File: config.mk
export PLATFORM = sky130hd
export DESIGN_NAME = uart_flag_ctrl
export DESIGN_NICKNAME = d
export VERILOG_FILES = /design/src/rtl/uart_flag_pkg.sv /design/src/rtl/uart_seq_tracker.sv /design/src/rtl/uart_tx_flags.sv /design/src/rtl/uart_rx_flags.sv /design/src/rtl/uart_irq_gen.sv /design/src/rtl/uart_flag_ctrl.sv
export SDC_FILE = /design/constraint.sdc
export NUM_CORES = 1
export LEC_CHECK = 0
export ABC_AREA = 1
export BUFFER_PORTS_ARGS = -buffer_cell sky130_fd_sc_hd__buf_2
export CAP_MARGIN = 20
export CORE_ASPECT_RATIO = 1.25
export CORE_MARGIN = 1.5
export CORE_UTILIZATION = 41
export CTS_CLUSTER_DIAMETER = 80
export CTS_CLUSTER_SIZE = 30
export DETAILED_ROUTE_END_ITERATION = 8
export PLACE_DENSITY_LB_ADDON = 0.2
export SLEW_MARGIN = 40
export SYNTH_ARGS = -nofsm -noshare
export SYNTH_HDL_FRONTEND = slang
export SYNTH_SLANG_ARGS = --single-unit
File: constraint.sdc
create_clock -name clk -period 0.8 [get_ports clk]
set_input_delay 0.12 -clock clk [delete_from_list [all_inputs] [get_ports clk]]
set_output_delay 0.12 -clock clk [all_outputs]
set_load 0.01 [all_outputs]
File: src/rtl/uart_flag_pkg.sv
package uart_flag_pkg;
  localparam int POS_TXE  = 7;
  localparam int POS_TC   = 6;
  localparam int POS_RXNE = 5;
  localparam int POS_IDLE = 4;
  localparam int POS_ORE  = 3;
  localparam int STAT_MIN_W = POS_TXE + 1;

  typedef struct packed {
    logic stat_rd;
    logic stat_wr;
    logic data_rd;
    logic data_wr;
  } bus_op_t;

  typedef struct packed {
    logic txe;
    logic tc;
    logic rxne;
    logic idle;
    logic ore;
  } flag_set_t;
endpackage

File: src/rtl/uart_seq_tracker.sv
module uart_seq_tracker
  import uart_flag_pkg::*;
(
  input  logic    clk,
  input  logic    rst_n,
  input  bus_op_t op,
  output logic    seq_mark
);
  logic breaks_seq;
  assign breaks_seq = op.stat_wr | op.data_rd | op.data_wr;

  always_ff @(posedge clk or negedge rst_n) begin
    if (!rst_n)          seq_mark <= 1'b0;
    else if (op.stat_rd) seq_mark <= 1'b1;
    else if (breaks_seq) seq_mark <= 1'b0;
  end
endmodule

File: src/rtl/uart_tx_flags.sv
module uart_tx_flags #(
  parameter int DATA_W = 8
) (
  input  logic              clk,
  input  logic              rst_n,
  input  logic              data_wr,
  input  logic              stat_wr,
  input  logic              wbit_tc,
  input  logic              seq_mark,
  input  logic [DATA_W-1:0] wdata,
  input  logic              tx_load,
  input  logic              frame_done,
  output logic              txe,
  output logic              tc,
  output logic [DATA_W-1:0] hold
);
  logic tc_set, tc_clr, txe_nxt, tc_nxt;

  assign tc_set = frame_done & txe;
  assign tc_clr = (data_wr & seq_mark) | (stat_wr & ~wbit_tc);

  always_comb begin
    txe_nxt = txe;
    if (data_wr) txe_nxt = 1'b0;
    if (tx_load) txe_nxt = 1'b1;
    tc_nxt = tc;
    if (tc_clr) tc_nxt = 1'b0;
    if (tc_set) tc_nxt = 1'b1;
  end

  always_ff @(posedge clk or negedge rst_n) begin
    if (!rst_n) begin
      txe  <= 1'b1;
      tc   <= 1'b1;
      hold <= '0;
    end else begin
      txe <= txe_nxt;
      tc  <= tc_nxt;
      if (data_wr) hold <= wdata;
    end
  end
endmodule

File: src/rtl/uart_rx_flags.sv
module uart_rx_flags #(
  parameter int DATA_W = 8
) (
  input  logic              clk,
  input  logic              rst_n,
  input  logic              data_rd,
  input  logic              stat_wr,
  input  logic              wbit_rxne,
  input  logic              seq_mark,
  input  logic              rx_valid,
  input  logic [DATA_W-1:0] rx_word,
  input  logic              idle_det,
  output logic              rxne,
  output logic              idle,
  output logic              ore,
  output logic [DATA_W-1:0] rx_buf
);
  logic armed;
  logic word_load, word_lost, idle_set, seq_clr, rxne_clr;
  logic rxne_nxt, idle_nxt, ore_nxt, armed_nxt;

  assign word_load = rx_valid & (~rxne | data_rd);
  assign word_lost = rx_valid & rxne & ~data_rd;
  assign idle_set  = idle_det & armed;
  assign seq_clr   = data_rd & seq_mark;
  assign rxne_clr  = data_rd | (stat_wr & ~wbit_rxne);

  always_comb begin
    rxne_nxt = rxne;
    if (rxne_clr)  rxne_nxt = 1'b0;
    if (word_load) rxne_nxt = 1'b1;

    ore_nxt = ore;
    if (seq_clr)   ore_nxt = 1'b0;
    if (word_lost) ore_nxt = 1'b1;

    idle_nxt = idle;
    if (seq_clr)  idle_nxt = 1'b0;
    if (idle_set) idle_nxt = 1'b1;

    armed_nxt = armed;
    if (idle_set)  armed_nxt = 1'b0;
    if (word_load) armed_nxt = 1'b1;
  end

  always_ff @(posedge clk or negedge rst_n) begin
    if (!rst_n) begin
      rxne   <= 1'b0;
      idle   <= 1'b0;
      ore    <= 1'b0;
      armed  <= 1'b0;
      rx_buf <= '0;
    end else begin
      rxne  <= rxne_nxt;
      idle  <= idle_nxt;
      ore   <= ore_nxt;
      armed <= armed_nxt;
      if (word_load) rx_buf <= rx_word;
    end
  end
endmodule

File: src/rtl/uart_irq_gen.sv
module uart_irq_gen
  import uart_flag_pkg::*;
(
  input  logic      clk,
  input  logic      rst_n,
  input  flag_set_t flags,
  input  logic      ie_txe,
  input  logic      ie_tc,
  input  logic      ie_rxne,
  input  logic      ie_idle,
  input  logic      ie_err,
  input  logic      multibuf,
  output logic      irq
);
  localparam int N_SRC = 5;
  logic [N_SRC-1:0] src;

  assign src[0] = flags.txe & ie_txe;
  assign src[1] = flags.tc & ie_tc;
  assign src[2] = (flags.rxne | flags.ore) & ie_rxne;
  assign src[3] = flags.idle & ie_idle;
  assign src[4] = flags.ore & ie_err & multibuf;

  always_ff @(posedge clk or negedge rst_n) begin
    if (!rst_n) irq <= 1'b0;
    else        irq <= |src;
  end
endmodule

File: src/rtl/uart_flag_ctrl.sv
module uart_flag_ctrl
  import uart_flag_pkg::*;
#(
  parameter int DATA_W = 8
) (
  input  logic              clk,
  input  logic              rst_n,
  input  logic              reg_sel,
  input  logic              rd_en,
  input  logic              wr_en,
  input  logic [DATA_W-1:0] wr_data,
  output logic [DATA_W-1:0] rd_data,
  input  logic              tx_load,
  input  logic              tx_frame_done,
  output logic [DATA_W-1:0] tx_hold_data,
  input  logic              rx_valid,
  input  logic [DATA_W-1:0] rx_word,
  input  logic              idle_det,
  input  logic              ie_txe,
  input  logic              ie_tc,
  input  logic              ie_rxne,
  input  logic              ie_idle,
  input  logic              ie_err,
  input  logic              multibuf,
  output logic              irq
);
  localparam int STAT_PAD = DATA_W - STAT_MIN_W;

  bus_op_t           op;
  flag_set_t         flags;
  logic              seq_mark;
  logic              txe, tc, rxne, idle, ore;
  logic [DATA_W-1:0] rx_buf;
  logic [DATA_W-1:0] stat_word;

  assign op.stat_rd = rd_en & ~reg_sel;
  assign op.stat_wr = wr_en & ~reg_sel;
  assign op.data_rd = rd_en &  reg_sel;
  assign op.data_wr = wr_en &  reg_sel;

  uart_seq_tracker u_seq (
    .clk(clk), .rst_n(rst_n), .op(op), .seq_mark(seq_mark)
  );

  uart_tx_flags #(.DATA_W(DATA_W)) u_tx (
    .clk(clk), .rst_n(rst_n),
    .data_wr(op.data_wr), .stat_wr(op.stat_wr), .wbit_tc(wr_data[POS_TC]),
    .seq_mark(seq_mark), .wdata(wr_data),
    .tx_load(tx_load), .frame_done(tx_frame_done),
    .txe(txe), .tc(tc), .hold(tx_hold_data)
  );

  uart_rx_flags #(.DATA_W(DATA_W)) u_rx (
    .clk(clk), .rst_n(rst_n),
    .data_rd(op.data_rd), .stat_wr(op.stat_wr), .wbit_rxne(wr_data[POS_RXNE]),
    .seq_mark(seq_mark), .rx_valid(rx_valid), .rx_word(rx_word),
    .idle_det(idle_det),
    .rxne(rxne), .idle(idle), .ore(ore), .rx_buf(rx_buf)
  );

  assign flags = '{txe: txe, tc: tc, rxne: rxne, idle: idle, ore: ore};

  uart_irq_gen u_irq (
    .clk(clk), .rst_n(rst_n), .flags(flags),
    .ie_txe(ie_txe), .ie_tc(ie_tc), .ie_rxne(ie_rxne), .ie_idle(ie_idle),
    .ie_err(ie_err), .multibuf(multibuf), .irq(irq)
  );

  generate
    if (STAT_PAD > 0) begin : g_pad
      assign stat_word[DATA_W-1:STAT_MIN_W] = '0;
    end
  endgenerate

  assign stat_word[POS_TXE]  = txe;
  assign stat_word[POS_TC]   = tc;
  assign stat_word[POS_RXNE] = rxne;
  assign stat_word[POS_IDLE] = idle;
  assign stat_word[POS_ORE]  = ore;
  assign stat_word[POS_ORE-1:0] = '0;

  assign rd_data = reg_sel ? rx_buf : stat_word;
endmodule

==> flow_metrics.py <==
metrics = {
    "status": {
        "outcome": "complete, but fails checks",
        "violations": "setup timing",
    },
    "global_route": {
        "grt_max_degree": 14,
        "track_usage_pct": 18.9,
        "met1_usage_pct": 21.4,
        "grt_pass1_wl_mm": 4.17,
        "antenna_found_initial": 0,
        "grt_remaining_overflow": 0,
        "grt_pass1_vias": 999,
        "grtUsageMet3_pct": 3.50,
        "busiest_layer": "met2",
        "use_met2_pct": 35.4,
    },
    "detailed_routing": {
        "viasPerCell": 4.54,
        "post_drt_wl_per_cell_um": 11.3,
        "drc_errors": 0,
        "ant_nets": 0,
        "dr_total_vias": 1107,
        "drt_pass1_iterations": 4,
        "drtIter0Drc": 15,
        "wirelength_mm": 2.75,
    },
    "cts": {
        "clk_pin_slew_ps": 120,
        "htree_levels": 1,
        "numCtsBuffers": 3,
        "cts_tree": "done",
        "cts_buffer_depth": 2,
        "cts-root-buf": "clkbuf_4",
        "clk_latency_ps": 310,
        "cts_sinks": 24,
    },
    "timing": {
        "tightest_slew_ps": 425,
        "finalClockSkew_ps": 3.71,
        "relSlewSlack_pct": 71.7,
        "max_freq_mhz": 796,
        "slew_violations": 0,
        "hold_ws_ps": 6.42,
        "layout_min_cycle_time_ps": 1260,
        "setup_viol": 31,
        "fin_ws_ps": -457,
        "rsz0062_at_grt": "true",
        "timing.final.crit_share_pct": 157,
        "hold_viol": 0,
    },
    "cells_and_area": {
        "multi_input_area_um2": 514,
        "drive_above_1_share_pct": 46.4,
        "nNetsFinal": 244,
        "fillerInstances": 207,
        "seq_area_um2": 603,
        "layout.cells.non_filler": 244,
        "antenna_cells": 0,
        "area_growth_pct": 60.7,
    },
    "synthesis": {
        "ys_warn_count": 0,
        "yosysSeqAreaShare_pct": 56.2,
        "synth_edf_count": 0,
        "synthArstFlopShare_pct": 100,
        "avgSynthCellArea_um2": 7.95,
        "synth_top_area_cell": "dfrtp_1",
        "syn-num-nets": 166,
        "synth_commonest_cells": "nand2_1 (71), dfrtp_1 (22), inv_1 (12), nand3_1 (12), o21ai_0 (4)",
        "synth_most_common_cell": "nand2_1",
        "syn_inst": 135,
        "yosysUniqueCellTypes": 14,
        "yosysTopAreaCellShare_pct": 51.3,
        "ys_seq_elements": 24,
        "synth_flop_cell": "dfrtp_1",
        "ys_top_cells_by_area": "dfrtp_1 (51%), nand2_1 (25%), nand3_1 (5.6%)",
        "netlist_area_um2": 1070,
    },
    "placed_design": {
        "place.port_buffers": 47,
        "hpwl_mm": 1.85,
        "place.gp.congestion": 0.734,
        "dp_cells": 220,
    },
    "setup_path": {
        "critPathMaxFanout": 2,
        "setup.worst_path.class": "reg2out",
        "cp-end-kind": "output pin",
        "cp.arrival_ps": 1140,
        "cp-start-kind": "register",
        "worstPathRequired_ps": 680,
    },
    "power": {
        "ir_drop_mv": 1.07,
        "total_power_mw": 3.13,
        "power.density_nw_per_um2": 1810,
        "p_leak_nw": 0.983,
    },
    "floorplan": {
        "coreArea_um2": 2450,
        "die_w_um": 48.8,
        "die_area_um2": 2940,
        "core.rowCount": 20,
        "pin_count": 48,
        "die_y_um": 60.2,
        "initial_core_util_pct": 43.8,
    },
    "job": {
        "drv_cap": 0,
    },
    "min_path": {
        "hp-class": "in2reg",
    },
}
==> per-layer routing <==
layer  part of all wire, %  routed length, um
met1                    42               1160
met2                    53               1470
met3                   3.6                100
met4                  0.58                 16
met5                     0                  0
==> flip-flops by register name (all words and copies together), names as in the netlist <==
signal,flops
u_rx.rx_buf,8
u_tx.hold,8
u_irq.irq,1
u_rx.armed,1
u_rx.idle,1
u_rx.ore,1
u_rx.rxne,1
u_seq.seq_mark,1
u_tx.tc,1
u_tx.txe,1
==> report_power, final <==
group          total, mW  internal, mW  switching, mW
clock network      0.514         0.176          0.338
logic               1.10         0.546          0.551
registers           1.52          1.41          0.107
==> critical path, cell delays in order (launching register included) <==
cell and delay [ps]:
dfstp_2 560, inv_2 40, o21ai_2 90, buf_2 140
==> per-stage QoR <==
stage / utilization (%) / setup WS (ps) / area, um^2 / TNS, ps
2_1_floorplan: - / -30.8 / 1080 / -35.3
5_1_grt: 70.4 / -523 / 1730 / -7430
3_3_place_gp: 58.0 / -97.2 / 1420 / -745
3_5_place_dp: 58.0 / -130 / 1420 / -882
6_report: 70.4 / -457 / 1730 / -6040
4_1_cts: 66.6 / -464 / 1630 / -5750
==> what timing repair did <==
action                                  CTS  global route
hold buffers                              4             2
endpoints found under the setup margin   31            33
pin swaps                                11             5
gates cloned                              1             0
gates resized for setup                  19            11
buffers inserted                          8             7
endpoints found under the hold margin    27             2
==> cells by family after synthesis <==
logic type | share of synthesized area, %
buf+inv | 5.83
simple gates | 33.8
flops | 56.2
compound gates | 4.20
==> cells in the final DEF (no fill, tap or decap) <==
cell,n
nand2_1,64
buf_2,47
dfrtp_1,22
buf_4,17
inv_1,9
nand2_2,8
nand3_1,6
dlygate4sd3_1,6
nand3_2,5
o21ai_2,3
nand2_8,3
clkbuf_4,3
buf_6,3
inv_2,2
o21ai_1,2
buf_12,2
dfstp_2,2
nor2_1,1
nand3_4,1
o21bai_1,1
inv_4,1
o21ai_0,1
nor2_2,1
o21a_1,1
==> worst paths after layout <==
| check | startpoint | endpoint | slack, ps | depth (start not counted) |
|---|---|---|---|---|
| max in group asynchronous | rst_n | u_rx.rx_buf[3] | 220 | 3 |
| worst min-delay path | wr_data[4] | u_tx.hold[4] | 6 | 3 |
| worst max register to register | u_tx.txe | u_irq.irq | -270 | 7 |
| min in group asynchronous | rst_n | u_tx.hold[0] | 220 | 2 |
| worst max-delay path | u_tx.txe | rd_data[7] | -460 | 3 |
| worst min register to register | u_rx.armed | u_rx.idle | 480 | 2 |
==> area by class of cell <==
type | instances | share of cell area (%)
clock buffer | 3 | 1.31
inverter | 12 | 2.76
tap | 33 | 2.39
sequential | 24 | 35.0
timing repair buffer | 75 | 28.8
multi-input combinational | 97 | 29.8
Note: power is estimated with default switching activity, not from simulation.
